<file path="config.mk">
export PLATFORM = sky130hd
export DESIGN_NAME = ival_timer
export DESIGN_NICKNAME = d
export VERILOG_FILES = /design/src/rtl/ival_timer_pkg.sv /design/src/rtl/ival_timer_regs.sv /design/src/rtl/ival_timer_count.sv /design/src/rtl/ival_timer_latch.sv /design/src/rtl/ival_timer.sv
export SDC_FILE = /design/constraint.sdc
export NUM_CORES = 1
export LEC_CHECK = 0
export ABC_CLOCK_PERIOD_IN_PS = 4200
export BUFFER_PORTS_ARGS = -buffer_cell sky130_fd_sc_hd__buf_2
export CELL_PAD_IN_SITES_DETAIL_PLACEMENT = 1
export CELL_PAD_IN_SITES_GLOBAL_PLACEMENT = 2
export CORE_ASPECT_RATIO = 0.7
export CORE_MARGIN = 2
export CORE_UTILIZATION = 30
export DETAILED_ROUTE_END_ITERATION = 7
export PLACE_DENSITY = 0.73
export RECOVER_POWER = 50
export SLEW_MARGIN = 20
export SYNTH_ARGS = -nofsm -noshare
export SYNTH_HDL_FRONTEND = slang
export SYNTH_SLANG_ARGS = --single-unit
</file>
<file path="constraint.sdc">
create_clock -name clk_i -period 4.2 [get_ports clk_i]
set_input_delay 0.84 -clock clk_i [delete_from_list [all_inputs] [get_ports clk_i]]
set_output_delay 0.84 -clock clk_i [all_outputs]
set_load 0.005 [all_outputs]
</file>
<file path="src/rtl/ival_timer_pkg.sv">
package ival_timer_pkg;
  localparam int unsigned CNT_W  = 32;
  localparam int unsigned DATA_W = 16;
  localparam int unsigned ADDR_W = 5;

  // word indices (byte offset / 4)
  localparam int unsigned REG_STATUS  = 0;
  localparam int unsigned REG_CTRL    = 1;
  localparam int unsigned REG_PER_LO  = 2;
  localparam int unsigned REG_SNAP_LO = 4;

  // control bits
  localparam int unsigned CTRL_IE   = 0;
  localparam int unsigned CTRL_CONT = 1;
  localparam int unsigned CTRL_GO   = 2;
  localparam int unsigned CTRL_HALT = 3;

  // status bits
  localparam int unsigned STAT_TO  = 0;
  localparam int unsigned STAT_RUN = 1;
endpackage

</file>
<file path="src/rtl/ival_timer_regs.sv">
module ival_timer_regs
  import ival_timer_pkg::*;
#(
  parameter int unsigned CNT_W  = ival_timer_pkg::CNT_W,
  parameter int unsigned DATA_W = ival_timer_pkg::DATA_W,
  parameter int unsigned IDX_W  = 3
) (
  input  logic              clk_i,
  input  logic              rst_ni,
  input  logic              wr_i,
  input  logic [IDX_W-1:0]  idx_i,
  input  logic [DATA_W-1:0] wdata_i,
  output logic              st_wr_o,
  output logic              snap_wr_o,
  output logic              go_o,
  output logic              halt_o,
  output logic              per_wr_o,
  output logic [CNT_W-1:0]  per_new_o,
  output logic [CNT_W-1:0]  period_o,
  output logic              ie_o,
  output logic              cont_o
);
  localparam int unsigned HALVES = CNT_W / DATA_W;

  logic             ctrl_wr;
  logic [HALVES-1:0] half_wr;
  logic [CNT_W-1:0] period_q;
  logic             ie_q, cont_q;

  assign st_wr_o   = wr_i && (idx_i == IDX_W'(REG_STATUS));
  assign ctrl_wr   = wr_i && (idx_i == IDX_W'(REG_CTRL));
  assign snap_wr_o = wr_i && (idx_i == IDX_W'(REG_SNAP_LO));
  assign go_o      = ctrl_wr && wdata_i[CTRL_GO];
  assign halt_o    = ctrl_wr && wdata_i[CTRL_HALT];

  for (genvar h = 0; h < HALVES; h++) begin : g_half
    assign half_wr[h] = wr_i && (idx_i == IDX_W'(REG_PER_LO + h));
  end

  always_comb begin
    per_new_o = period_q;
    for (int h = 0; h < HALVES; h++) begin
      if (half_wr[h]) per_new_o[h*DATA_W +: DATA_W] = wdata_i;
    end
  end

  assign per_wr_o = |half_wr;

  always_ff @(posedge clk_i or negedge rst_ni) begin
    if (!rst_ni) begin
      period_q <= '1;
      ie_q     <= 1'b0;
      cont_q   <= 1'b0;
    end else begin
      if (per_wr_o) period_q <= per_new_o;
      if (ctrl_wr) begin
        ie_q   <= wdata_i[CTRL_IE];
        cont_q <= wdata_i[CTRL_CONT];
      end
    end
  end

  assign period_o = period_q;
  assign ie_o     = ie_q;
  assign cont_o   = cont_q;
endmodule

</file>
<file path="src/rtl/ival_timer_count.sv">
module ival_timer_count #(
  parameter int unsigned CNT_W = ival_timer_pkg::CNT_W
) (
  input  logic             clk_i,
  input  logic             rst_ni,
  input  logic             go_i,
  input  logic             halt_i,
  input  logic             per_wr_i,
  input  logic [CNT_W-1:0] per_new_i,
  input  logic [CNT_W-1:0] period_i,
  input  logic             cont_i,
  output logic [CNT_W-1:0] cnt_o,
  output logic             run_o,
  output logic             tmo_o
);
  logic [CNT_W-1:0] cnt_q;
  logic             run_q;
  logic             tick;

  // stop and period load take the edge; no decrement then
  assign tick  = run_q && !halt_i && !per_wr_i;
  assign tmo_o = tick && (cnt_q == '0);

  always_ff @(posedge clk_i or negedge rst_ni) begin
    if (!rst_ni) begin
      cnt_q <= '1;
      run_q <= 1'b0;
    end else if (per_wr_i) begin
      cnt_q <= per_new_i;
      run_q <= 1'b0;
    end else if (halt_i) begin
      run_q <= 1'b0;
    end else if (tick) begin
      if (cnt_q == '0) begin
        cnt_q <= period_i;
        run_q <= cont_i || go_i;
      end else begin
        cnt_q <= cnt_q - 1'b1;
      end
    end else if (go_i) begin
      run_q <= 1'b1;
    end
  end

  assign cnt_o = cnt_q;
  assign run_o = run_q;
endmodule

</file>
<file path="src/rtl/ival_timer_latch.sv">
module ival_timer_latch #(
  parameter int unsigned CNT_W = ival_timer_pkg::CNT_W
) (
  input  logic             clk_i,
  input  logic             rst_ni,
  input  logic             tmo_i,
  input  logic             st_wr_i,
  input  logic             snap_wr_i,
  input  logic [CNT_W-1:0] cnt_i,
  output logic             to_o,
  output logic [CNT_W-1:0] snap_o
);
  logic             to_q;
  logic [CNT_W-1:0] snap_q;

  always_ff @(posedge clk_i or negedge rst_ni) begin
    if (!rst_ni) begin
      to_q   <= 1'b0;
      snap_q <= '0;
    end else begin
      // a fresh timeout beats a clear on the same edge
      if (tmo_i)        to_q <= 1'b1;
      else if (st_wr_i) to_q <= 1'b0;
      if (snap_wr_i) snap_q <= cnt_i;
    end
  end

  assign to_o   = to_q;
  assign snap_o = snap_q;
endmodule

</file>
<file path="src/rtl/ival_timer.sv">
module ival_timer
  import ival_timer_pkg::*;
#(
  parameter int unsigned CNT_W  = ival_timer_pkg::CNT_W,
  parameter int unsigned DATA_W = ival_timer_pkg::DATA_W,
  parameter int unsigned ADDR_W = ival_timer_pkg::ADDR_W
) (
  input  logic              clk_i,
  input  logic              rst_ni,
  input  logic              sel_i,
  input  logic              we_i,
  input  logic [ADDR_W-1:0] addr_i,
  input  logic [DATA_W-1:0] wdata_i,
  output logic [DATA_W-1:0] rdata_o,
  output logic              irq_o
);
  localparam int unsigned IDX_W  = ADDR_W - 2;
  localparam int unsigned HALVES = CNT_W / DATA_W;

  logic [IDX_W-1:0] idx;
  logic             st_wr, snap_wr, go, halt, per_wr, tmo;
  logic [CNT_W-1:0] per_new, period_q, cnt_q, snap_q;
  logic             ie_q, cont_q, run_q, to_q;
  logic             unused_addr;

  assign idx         = addr_i[ADDR_W-1:2];
  assign unused_addr = ^addr_i[1:0];

  ival_timer_regs #(.CNT_W(CNT_W), .DATA_W(DATA_W), .IDX_W(IDX_W)) u_regs (
    .clk_i     (clk_i),
    .rst_ni    (rst_ni),
    .wr_i      (sel_i && we_i),
    .idx_i     (idx),
    .wdata_i   (wdata_i),
    .st_wr_o   (st_wr),
    .snap_wr_o (snap_wr),
    .go_o      (go),
    .halt_o    (halt),
    .per_wr_o  (per_wr),
    .per_new_o (per_new),
    .period_o  (period_q),
    .ie_o      (ie_q),
    .cont_o    (cont_q)
  );

  ival_timer_count #(.CNT_W(CNT_W)) u_count (
    .clk_i     (clk_i),
    .rst_ni    (rst_ni),
    .go_i      (go),
    .halt_i    (halt),
    .per_wr_i  (per_wr),
    .per_new_i (per_new),
    .period_i  (period_q),
    .cont_i    (cont_q),
    .cnt_o     (cnt_q),
    .run_o     (run_q),
    .tmo_o     (tmo)
  );

  ival_timer_latch #(.CNT_W(CNT_W)) u_latch (
    .clk_i     (clk_i),
    .rst_ni    (rst_ni),
    .tmo_i     (tmo),
    .st_wr_i   (st_wr),
    .snap_wr_i (snap_wr),
    .cnt_i     (cnt_q),
    .to_o      (to_q),
    .snap_o    (snap_q)
  );

  always_comb begin
    rdata_o = '0;
    if (idx == IDX_W'(REG_STATUS)) begin
      rdata_o[STAT_TO]  = to_q;
      rdata_o[STAT_RUN] = run_q;
    end
    if (idx == IDX_W'(REG_CTRL)) begin
      rdata_o[CTRL_IE]   = ie_q;
      rdata_o[CTRL_CONT] = cont_q;
    end
    for (int h = 0; h < HALVES; h++) begin
      if (idx == IDX_W'(REG_PER_LO + h))  rdata_o = period_q[h*DATA_W +: DATA_W];
      if (idx == IDX_W'(REG_SNAP_LO + h)) rdata_o = snap_q[h*DATA_W +: DATA_W];
    end
  end

  assign irq_o = to_q && ie_q;
endmodule

</file>
### Word level (Yosys, flattened, before mapping)

Cells that the tools add are included.

| storage, ports and cells | value |
|---|---|
| bits in registers | 100 |
| input bits | 25 |
| output and inout bits | 17 |
| word-level logic and storage cells | 57 |

| cells by class | value |
|---|---|
| add/subtract/negate cells | 1 |
| equal/unequal tests | 7 |
| mux-type cells | 19 |
| reduce and logical (&&, ||, !) cells | 23 |

Operators with widths:

| cell | count |
|---|---|
| $mux 32 | 4 |
| $mux 16 | 6 |
| $logic_not 32->1 | 1 |
| $sub 32x1->32 const B | 1 |
| $logic_and 1x1->1 | 12 |
| $mux 1 | 7 |
| $eq 3x2->1 const B | 2 |
| $eq 3x3->1 const B | 2 |
| $mux 2 | 2 |
| $ne 4x2->1 const B | 1 |
| $reduce_and 2->1 | 2 |
| $reduce_bool 2->1 | 2 |
| $reduce_bool 4->1 | 1 |
| $eq 3x1->1 const B | 1 |
| $logic_not 3->1 | 1 |
| $logic_not 1->1 | 2 |
| $ne 2x2->1 const B | 1 |
| $reduce_or 2->1 | 1 |
| $logic_or 1x1->1 | 1 |

### Logic depth before layout (Yosys ltp)

Gate-level depths: netlist (run 1).

| depth | value |
|---|---|
| word-level depth | 9 |
| depth in mapped cells | 9 |
| depth with buffers taken out | 7 |

### Hierarchy

Synthesis (run 1) repeated with hierarchy kept, for this count alone.

| second synthesis, totals | value |
|---|---|
| cells, all modules | 579 |
| area, all modules | 6516.2 um2 |

Modules (own cells, without submodules):

| module | times used | cells an instance | area each (um2) | seq. area each (um2) |
|---|---|---|---|---|
| ival_timer_count | 1 | 325 | 2675.1 | 865.8 |
| ival_timer_regs | 1 | 116 | 1890.6 | 890.9 |
| ival_timer_latch | 1 | 71 | 1381.3 | 825.8 |
| ival_timer | 1 | 67 | 569.3 | 0.0 |

### Worst setup path before layout (run 1)

Ideal clock, no wire load.

| timing | value |
|---|---|
| path kind | input-to-output |
| from | input port addr_i[2] |
| to | output port rdata_o[0] |
| arrival time | 2071 ps |
| required time | 3360 ps |
| path slack | 1289 ps |
| cell stages on the path | 7 |
| path buffers | 3 |
| cells stage by stage | clkbuf_1 -> clkbuf_1 -> clkbuf_1 -> nor2_1 -> a21oi_1 -> o21ai_0 -> o21a_1 |

| on the way | value |
|---|---|
| cells in the longest elaborated chain, start to end | 7 |
| elaborated cells between the ends (all ways) | 12 |
| classes of those cells | 5 x eq/ne; 6 x mux; 1 x reduce/logical |

Ends and longest elaborated chain:

| item | RTL line | text |
|---|---|---|
| start: declaration | ival_timer.sv:12 | `input logic [ADDR_W-1:0] addr_i,` |
| $logic_not 3->1 | ival_timer.sv:73 | `if (idx == IDX_W'(REG_STATUS)) begin` |
| $mux 2 | ival_timer.sv:73 |  |
| $mux 2 | ival_timer.sv:77 | `if (idx == IDX_W'(REG_CTRL)) begin` |
| $mux 16 | ival_timer.sv:82 | `if (idx == IDX_W'(REG_PER_LO + h)) rdata_o = period_q[h*DATA_W +: DATA_W];` |
| $mux 16 | ival_timer.sv:83 | `if (idx == IDX_W'(REG_SNAP_LO + h)) rdata_o = snap_q[h*DATA_W +: DATA_W];` |
| $mux 16 | ival_timer.sv:82 |  |
| $mux 16 (*) | ival_timer.sv:83 |  |
| end: declaration | ival_timer.sv:14 | `output logic [DATA_W-1:0] rdata_o,` |

Mark *: on every way between the ends. The rest lies on a longest branch, timed or not.

### Final worst setup path (run 1)

| timing | value |
|---|---|
| from | input port addr_i[4] |
| to | output port rdata_o[0] |

Same word-level chain as after synthesis.

==> metrics.yaml, run 1 <==
tightest_slew_ns: 1.87
post-route-min-period_ns: 3.48
p_leak_nw: 2.56
ys_types: 54
cellPowerDensity_mw_per_mm2: 603
cts_tree: "done"
timing.fmax_mhz: 287
hold_viol: 0
ctsResizeCount: 0
path_clk_slew_ns: 0.08
grt.overflow.total: 0
regArea_sq_mm: 0.00258
cts.sinks: 100
clk-insertion-delay-late_ns: 0.36
ant_nets: 0
vias_per_cell: 5.86
synth_nets: 548
place.port_buffers: 39
first_iter_violations: 599
synthCells: 521
drive_gt1_frac: 0.388
layout_setup_ws_ns: 0.721
worstHoldPathType: "flip-flop to flip-flop"
dp_hpwl_um: 13300
whs_path_depth: 1
min_period_over_period: 0.828
rsz0062_at_grt: "false"
holdBufCountCts: 0
syn_to_final_growth_pct: 14.8
maxCapViolations: 3
grt_pass1_wl_um: 30600
relSlewSlack: -0.248
clockBufferDepth: 2
die_area_sq_mm: 0.0199
status: "finished with violations"
pin_count: 42
cts_root_buffer: "clkbuf_16"
grt_pass1_vias: 5036
route.detailed.drc: 0
synth_edf_count: 0
die_y_um: 118
synthesis.area_sq_mm: 0.00562
wirelength_um: 19300
whs_ns: 0.515
nNetsFinal: 581
ys_async_sr_fraction: 1.00
routabilityCongestion: 0.832
slew_viol_final: 132
syn_area_per_cell_sq_um: 10.8
cts_setup_buffers: 0
yosysWarnings: 0
wl_per_cell_um: 24.3
multi_input_area_sq_mm: 0.00287
ys.flop_type: "dfstp_2"
antenna_found_initial: 0
cts_buffers: 9
first_pass_iters: 5
synth_seq_cells: 100
fp.dieW_um: 168
grt_use_total: 0.201
vias: 4664
power_mw: 3.89
start_util: 0.309
finClkSkew_ns: 0.00907
rows: 41
grt_max_degree: 73
htreeDepth: 3
violations: "max-capacitance violations, max-slew violations"
tns_ns: 0
final_cells: 796
rrSetupSlack_ns: 1.44
preCtsSetupSlack_ns: 0.823
path_class: "input pin to output port"
crit_required_ns: 3.36
core_sq_mm: 0.0182
end_kind: "output port"
vdd_drop_max_uv: 221
cp.arrival_ns: 2.64
dp_cells: 779
r2r_cells: 7
final-setup-viol-count: 0
synth_seq_area_share: 0.460
critPathLaunchType: "input pin"
critPathMaxFanout: 15
nFillCells: 2031
## path summary, 6_finish.rpt
path,startpoint,to
setup / recovery,addr_i[4],rdata_o[0]
hold / removal,u_latch.snap_o[2],u_latch.snap_o[2]
setup reg to reg,u_count.cnt_o[0],u_count.cnt_o[18]
hold reg to reg,u_latch.snap_o[2],u_latch.snap_o[2]
max in group asynchronous,rst_ni,u_latch.snap_o[25]
min in group asynchronous,rst_ni,u_latch.snap_o[27]
## flip-flops by register name, indices dropped and copies added, names as in the netlist
register and flops:
u_latch.to_o 1, u_latch.snap_o 32, u_regs.cont_o 1, u_count.run_o 1, u_regs.ie_o 1, u_count.cnt_o 32
u_regs.period_o 32
## layer usage
layer,vias up,global-route usage,wire length (um)
met5,-,0,0
met1,2415,0.303,9760
met3,21,0.0358,1090
met4,0,0.0511,238
li1,2080,-,-
met2,148,0.295,8230
## critical path, stage by stage
cell	delay, ns
clkbuf_1	0.50
nand2_1	0.76
o21a_1	0.41
buf_2	0.12
## per-stage QoR
step | cell area [sq um] | util
finish | 6450 | 0.355
global placement | 6160 | 0.339
global route | 6450 | 0.355
floorplan | 5620 | -
CTS | 6460 | 0.356
detailed placement | 6160 | 0.339
## where the power goes
part | leakage (nW) | internal [mW] | switching [mW]
clock | 0.145 | 0.472 | 0.415
sequential | 1.14 | 1.47 | 0.440
combinational | 1.28 | 0.540 | 0.552
total | 2.56 | 2.49 | 1.41
## cell families after synthesis
kind of cell	synth area share
buffers and inverters	0.0361
AO/OA/AOI/OAI	0.178
AND/OR/NAND/NOR	0.130
XOR/XNOR	0.0359
multiplexers	0.156
adder cells (fa/ha/maj)	0.00445
flip-flops	0.460
## layout make-up
class / instances / share of cell area
clock inverters: 7 / 0.0128
repair buffers: 64 / 0.0574
inverters: 6 / 0.00349
well taps: 236 / 0.0458
flip-flops and latches: 100 / 0.400
diodes: 1 / 0.000388
multi-input cells: 373 / 0.445
clock buffers: 9 / 0.0349
## Yosys cell counts, drive strengths merged, types with 3 or more instances
cell type | count | area (sq um)
dfstp | 64 | 1680
nor2b | 3 | 18.8
a222oi | 34 | 340
o32ai | 3 | 26.3
clkbuf | 31 | 118
nor3 | 14 | 70.1
nor3b | 4 | 30.0
nand3 | 13 | 65.1
o31a | 3 | 26.3
nor4 | 14 | 106
inv | 6 | 22.5
dfrtp | 36 | 901
nand2 | 17 | 66.3
xnor2 | 17 | 149
mux2i | 11 | 110
a221oi | 5 | 43.8
mux2 | 68 | 766
xor2 | 6 | 52.6
o21ai | 23 | 115
or4 | 6 | 45.0
a21o | 15 | 113
a221o | 3 | 30.0
a21oi | 12 | 60.1
nor2 | 47 | 176
o211ai | 12 | 90.1
or3 | 6 | 37.5
and2 | 4 | 25.0
a22oi | 4 | 30.0
buf | 11 | 62.6
nand4 | 4 | 25.0
## layout by cell type (no fill, tap or decap), drive strengths merged, types with 13 or more instances in the layout
cell type  count
clkbuf        14
dfrtp         36
nor4          14
nand2         17
buf           59
o21ai         23
nor2          47
dfstp         64
mux2          68
nor3          14
a222oi        34
a21o          15
nand3         13
xnor2         17
(Power assumes the default switching activity.)
==> inputs of run 2 (changes only) <==
Settings changed: ABC_AREA set to 1, ABC_CLOCK_PERIOD_IN_PS 4200 to 3500, PLACE_DENSITY 0.73 to 0.8.
Clock period 4.2 ns to 3.5 ns, I/O delays scaled along.
==> run 2 against run 1 <==
The run now ends clean; clock power grew 27%; sequential share of layout area shrank 1.1 points; synthesized area grew 5.0%; setup slack lost 0.29 ns; global-route usage grew 2.0 points.
==> metrics.yaml, run 2 <==
status: "completed"
p_seq_frac: 0.455  # -0.036
vias: 5576  # +20%
path_common_cell: "nand2_1"
clk-insertion-delay-late_ns: 0.36  # about the same
ant_nets: 0  # unchanged
final_cells: 1105  # +39%
worstPathCellList: "buf_2 -> inv_1 -> nand2_1 -> nor2_8 -> nand2_1 -> inv_1 -> nand2_1 -> o21ai_0 -> nor2_1 -> a21oi_1"
clockBufferDepth: 2  # unchanged
highest_layer: "met4"
wirelength_um: 21600  # +12%
path_class: "input pin to flip-flop"
crit_required_ns: 3.79  # +0.43 ns
slowest_stage: "nand2_1"
final_core_util: 0.348  # -0.00715
final-setup-viol-count: 0  # unchanged
cts_tree: "done"
syn_area_per_cell_sq_um: 7.35  # -32%
tns_ns: 0  # unchanged
maxCapViolations: 0  # -3
dp_cells: 1089  # +40%
cts.sinks: 100  # unchanged
fp.dieW_um: 172  # +2.4%
final_common_cell: "nand2_1"
ctsResizeCount: 0  # unchanged
mostFrequentLayoutCells: "nand2_1 (259), nor2_1 (83), inv_1 (78)"
cts_buffers: 9  # unchanged
vias_per_cell: 5.05  # -14%
cellPowerDensity_mw_per_mm2: 729  # +21%
slew_viol_final: 0  # -100%
sw_frac_of_total: 0.389  # +0.0278
critPathLaunchType: "input pin"
ys.flop_type: "dfstp_2"
timing.fmax_mhz: 326
dp_hpwl_um: 15500  # +17%
finClkSkew_ns: 0.00801  # -0.00107 ns
rows: 42  # +2.4%
vdd_drop_max_uv: 233  # +5.5%
route.detailed.drc: 0  # unchanged
grt_pass1_vias: 5654  # +12%
place.port_buffers: 39  # unchanged
post-route-min-period_ns: 3.06
holdBufCountCts: 0  # unchanged
diodes: 0  # -1
min_from: "u_latch.snap_o[6]"
pin_count: 42  # unchanged
power.share.combinational: 0.313  # +0.032
core_sq_mm: 0.0191  # +5.0%
critPathMaxFanout: 25  # +10
met1_length_um: 11500  # +18%
worstHoldPathType: "flip-flop to flip-flop"
slowest_delay_ns: 0.75  # about the same
startpoint: "addr_i[4]"
nNetsFinal: 863  # +49%
first_iter_violations: 454  # -24%
p_clk_frac: 0.233  # +0.005
intPower_mw: 2.96  # +19%
tightest_slew_ns: 1.48  # -0.396 ns
start_util: 0.309  # about the same
relSlewSlack: 0.0162  # +0.264
synth.most_common_cell: "nand2_1"
met3_wirelength_um: 1050  # -3.5%
synth_edf_count: 0  # unchanged
grt_use_total: 0.221  # +0.0200
antenna_found_initial: 0  # unchanged
power_mw: 4.84  # +24%
nFillCells: 2382  # +17%
routabilityCongestion: 0.842  # +1.2%
synth_seq_area_share: 0.438  # -0.0218
die_y_um: 121  # +2.4%
synth_seq_cells: 100  # unchanged
synth_area_leaders: "dfstp_2 (29%), nand2_1 (16%), dfrtp_1 (15%)"
ys_async_sr_fraction: 1.00  # unchanged
grt_max_degree: 61  # -16%
cts_setup_buffers: 0  # unchanged
synth_nets: 830  # +51%
whs_path_depth: 2  # +1
yosysWarnings: 0  # unchanged
hold_viol: 0  # unchanged
p_leak_nw: 3.02  # +18%
path_clk_slew_ns: 0.07  # about the same
die_area_sq_mm: 0.0208  # +4.8%
ys_types: 32  # -41%
cts_root_buffer: "clkbuf_16"
min_period_over_period: 0.876
p_sw_mw: 1.89  # +34%
yosysTopAreaCell: "dfstp_2"
syn_to_final_growth_pct: 12.6
yosysTopAreaCellShare: 0.285  # -0.0142
synthCells: 803  # +54%
netlist_top_cells_count: "nand2_1 (257), nor2_1 (82), inv_1 (77), dfstp_2 (64), o21ai_0 (52)"
htreeDepth: 3  # unchanged
wl_per_cell_um: 19.5  # -19%
cp.arrival_ns: 3.35  # +0.71 ns
synthesis.area_sq_mm: 0.00590  # +5.0%
grt_pass1_wl_um: 33800  # +11%
wl_met2_um: 8850  # +7.5%
r2r_cells: 10  # +3
grt.overflow.total: 0  # unchanged
rsz0062_at_grt: "false"
rr_startpoint: "u_count.cnt_o[0]"
first_pass_iters: 5  # unchanged
end_kind: "flip-flop"
drive_gt1_frac: 0.193  # -0.196
run 2: path summary, 6_finish.rpt:
kind | slack [ns] | end
hold / removal | 0.49 | u_latch.snap_o[6]
min in group asynchronous | 0.62 | u_latch.snap_o[17]
setup reg to reg | 1.37 | u_count.cnt_o[26]
max in group asynchronous | 0.89 | u_latch.snap_o[10]
setup / recovery | 0.44 | u_count.cnt_o[31]
hold reg to reg | 0.49 | u_latch.snap_o[6]
run 2: kinds of logic after synthesis:
group                    count (synthesis)  synth area share
adder cells (fa/ha/maj)                  2           0.00424
multiplexers                             4           0.00764
buffers and inverters                  112            0.0817
AND/OR/NAND/NOR                        437             0.322
flip-flops                             100             0.438
AO/OA/AOI/OAI                          137             0.130
XOR/XNOR                                11            0.0163
run 2: power by group through the flow:
stage               sequential [mW]  combinational, mW  clock (mW)
floorplan                      2.04               1.10           0
global placement               2.20               1.48           0
detailed placement             2.20               1.52           0
CTS                            2.19               1.52        1.15
global route                   2.27               1.73        1.20
finish                         2.20               1.51        1.13
run 2: layout make-up:
cell class                 count  area [sq um]  area share
inverter                      84           315      0.0475
timing repair buffer          50           272      0.0409
clock buffer                  12           256      0.0386
sequential                   100          2580       0.389
tap                          264           330      0.0497
multi-input combinational    591          2810       0.423
clock inverter                 4          72.6      0.0109
run 2: worst max-delay path: cells and delay by family:
kind            cells  cell delay, ns
compound gates      2            0.30
buf+inv             3            0.83
simple gates        5            1.49
run 2: metrics by stage:
| step | setup slack, ns | hold slack, ns | area, sq um |
|---|---|---|---|
| 6_report | 0.436 | 0.488 | 6640 |
| 5_1_grt | 0.278 | 0.515 | 6640 |
| 4_1_cts | 0.641 | 0.403 | 6680 |
| 3_5_place_dp | 0.646 | 0.474 | 6350 |
| 3_3_place_gp | 0.671 | 0.468 | 6350 |
| 2_1_floorplan | 1.20 | 0.404 | 5900 |
run 2: layer usage:
metal,global-route usage,vias up
met5,0,-
met4,0.0371,0
met3,0.0375,13
met2,0.315,114
met1,0.349,2801
li1,-,2648
==> inputs of run 3 (changes only) <==
Settings changed: PLACE_DENSITY 0.8 to 0.81, SYNTH_HIERARCHICAL set to 1.
==> run 3 against run 2 <==
The flow now finishes with violations (max-capacitance violations, max-slew violations); final cell count increased by 11%; total power increased by 4.7%; via count increased by 7.4%; routed wire length increased by 4.9%; clock skew decreased by 0.00078 ns; critical path depth decreased by 4; synthesized cell count increased by 13%; first-iteration DRC count decreased by 16%; design area increased by 5.4%; synthesized area increased by 8.0%; clock power decreased by 4%; largest cell class unchanged.
==> metrics.yaml, run 3 <==
grt_max_degree: 71  # +16%
synth_edf_count: 0  # unchanged
fp.dieW_um: 178  # +3.8%
cts_setup_buffers: 0  # unchanged
slowest_stage: "inv_1"
start_util: 0.307  # -0.00229
cts.sinks: 100  # unchanged
violations: "max-capacitance violations, max-slew violations"
dp_hpwl_um: 16700  # +7.3%
r2r_cells: 8  # -2
yosysWarnings: 6  # +6
vias: 5990  # +7.4%
routabilityCongestion: 0.858  # +1.9%
min_from: "u_latch/snap_o[14]"
cts_buffers: 9  # unchanged
syn_to_final_growth_pct: 9.90
htreeDepth: 3  # unchanged
yosysTopAreaCell: "dfstp_2"
place.port_buffers: 39  # unchanged
rsz0062_at_grt: "false"
p_seq_frac: 0.432  # -0.023
tightest_slew_ns: 1.85  # +0.375 ns
synth_nets: 936  # +13%
grt_pass1_wl_um: 35400  # +4.5%
first_pass_iters: 5  # unchanged
ys_types: 32  # unchanged
cts_tree: "done"
cp.arrival_ns: 2.17  # -1.18 ns
p_sw_mw: 2.14  # +14%
intPower_mw: 2.93  # -0.99%
die_area_sq_mm: 0.0224  # +7.8%
hold_end: "u_latch/snap_o[14]"
timing.fmax_mhz: 349  # +6.8%
route.detailed.drc: 0  # unchanged
wirelength_um: 22700  # +4.9%
slowest_delay_ns: 0.49  # -0.26 ns
synth_area_leaders: "dfstp_2 (26%), nand2_1 (26%), dfrtp_1 (14%)"
relSlewSlack: -0.234  # -0.250
diodes: 0  # unchanged
ctsResizeCount: 0  # unchanged
p_leak_nw: 3.50  # +16%
final-setup-viol-count: 0  # unchanged
end_kind: "output port"
worstPathCellList: "clkbuf_1 -> nand3_1 -> inv_1 -> nand2_1 -> nand4_1 -> buf_2"
synth_seq_area_share: 0.405  # -0.0324
netlist_top_cells_count: "nand2_1 (447), dfstp_2 (64), nor2_1 (64), inv_1 (58), nand3_1 (57)"
ys_async_sr_fraction: 1.00  # unchanged
hold_viol: 0  # unchanged
first_iter_violations: 383  # -16%
vdd_drop_max_uv: 313  # +34%
clk-insertion-delay-late_ns: 0.36  # about the same
holdBufCountCts: 0  # unchanged
grt_use_total: 0.211  # -0.00975
mostFrequentLayoutCells: "nand2_1 (447), nor2_1 (64), dfstp_2 (64)"
path_buf_inv: 3  # unchanged
synth_seq_cells: 100  # unchanged
post-route-min-period_ns: 2.87  # -0.195 ns
r2r_end: "u_count/cnt_o[28]"
drive_gt1_frac: 0.208  # +0.0154
crit_family: "buffers and inverters"
status: "finished with violations"
whs_path_depth: 2  # unchanged
vias_per_cell: 4.90  # -2.9%
yosysTopAreaCellShare: 0.264  # -0.0211
nNetsFinal: 969  # +12%
path_class: "input pin to output port"
critPathLaunchType: "input pin"
ys.flop_type: "dfstp_2"
core_sq_mm: 0.0208  # +8.8%
synthCells: 909  # +13%
grt_pass1_vias: 6023  # +6.5%
final_common_cell: "nand2_1"
final_cells: 1223  # +11%
maxCapViolations: 1  # +1
rrSetupSlack_ns: 1.30  # -0.07 ns
synth.most_common_cell: "nand2_1"
ant_nets: 0  # unchanged
p_clk_frac: 0.215  # -0.018
min_period_over_period: 0.820  # -0.0558
syn_area_per_cell_sq_um: 7.01  # -4.6%
critPathMaxFanout: 14  # -44%
crit_required_ns: 2.80  # -0.99 ns
cts_root_buffer: "clkbuf_16"
sw_frac_of_total: 0.423  # +0.0333
tns_ns: 0  # unchanged
dp_cells: 1207  # +11%
power.share.combinational: 0.353  # +0.040
slew_viol_final: 71  # +71
finClkSkew_ns: 0.00722  # -0.000782 ns
rows: 44  # +4.8%
path_clk_slew_ns: 0.07  # about the same
grt.overflow.total: 0  # unchanged
worstHoldPathType: "flip-flop to flip-flop"
cellPowerDensity_mw_per_mm2: 724  # -0.67%
rr_startpoint: "u_count/cnt_o[0]"
die_y_um: 126  # +3.8%
clockBufferDepth: 2  # unchanged
wl_per_cell_um: 18.5  # -5.2%
synthesis.area_sq_mm: 0.00637  # +8.0%
antenna_found_initial: 0  # unchanged
pin_count: 42  # unchanged
-- run 3: cell type report --
cell class	count	area (sq um)
clock buffers	11	233
clock inverters	5	77.6
fillers	2644	13800
inverters	63	244
multi-input cells	716	3240
flip-flops and latches	100	2580
well taps	276	345
repair buffers	52	282
-- run 3: worst max path at each step --
stage / from / to / cells after the start / slack, ns
after floorplan: sel_i / u_count/cnt_o[11] / 15 / 1.30
after global placement: addr_i[4] / rdata_o[3] / 7 / 0.62
after detailed placement: addr_i[4] / rdata_o[2] / 7 / 0.60
after CTS: addr_i[4] / rdata_o[2] / 7 / 0.60
after global routing: addr_i[3] / rdata_o[4] / 6 / 0.46
final: addr_i[3] / rdata_o[9] / 6 / 0.63
-- run 3: routing by layer --
metal	up-vias	track usage	part of all wire
li1	2901	-	-
met1	2971	0.341	0.54
met2	106	0.297	0.41
met3	12	0.0320	0.044
met4	0	0.0333	0.0066
met5	-	0	0
-- run 3: kinds of logic after synthesis --
logic type / share of synthesized area
AOI/OAI and AO/OA: 0.0373
xor gates and xnor gates: 0.0110
adders and majority gates: 0.00393
buffers and inverters: 0.0856
DFF: 0.405
and+or+nand+nor: 0.457
-- run 3: stage by stage --
step,total power [mW],hold slack (ns),worst slack (ns),utilization,area (sq um)
after floorplan,3.30,0.404,1.30,-,6370
after global placement,3.93,0.456,0.624,0.324,6730
after detailed placement,3.99,0.462,0.604,0.324,6730
after CTS,5.09,0.480,0.604,0.339,7040
after global routing,5.45,0.503,0.463,0.337,7000
final,5.07,0.477,0.631,0.337,7000
-- run 3: power groups by stage --
stage | Clock, mW | Sequential [mW] | Combinational, mW
after CTS | 1.11 | 2.18 | 1.80
after floorplan | 0 | 1.96 | 1.34
after global routing | 1.15 | 2.25 | 2.05
final | 1.09 | 2.19 | 1.79
after global placement | 0 | 2.18 | 1.75
after detailed placement | 0 | 2.20 | 1.79
-- run 3: tightest hold or removal path, cell delays in order, from the launching register on --
cell and delay, ns:
dfrtp_1 0.34, nand2_1 0.06, nand2_1 0.05
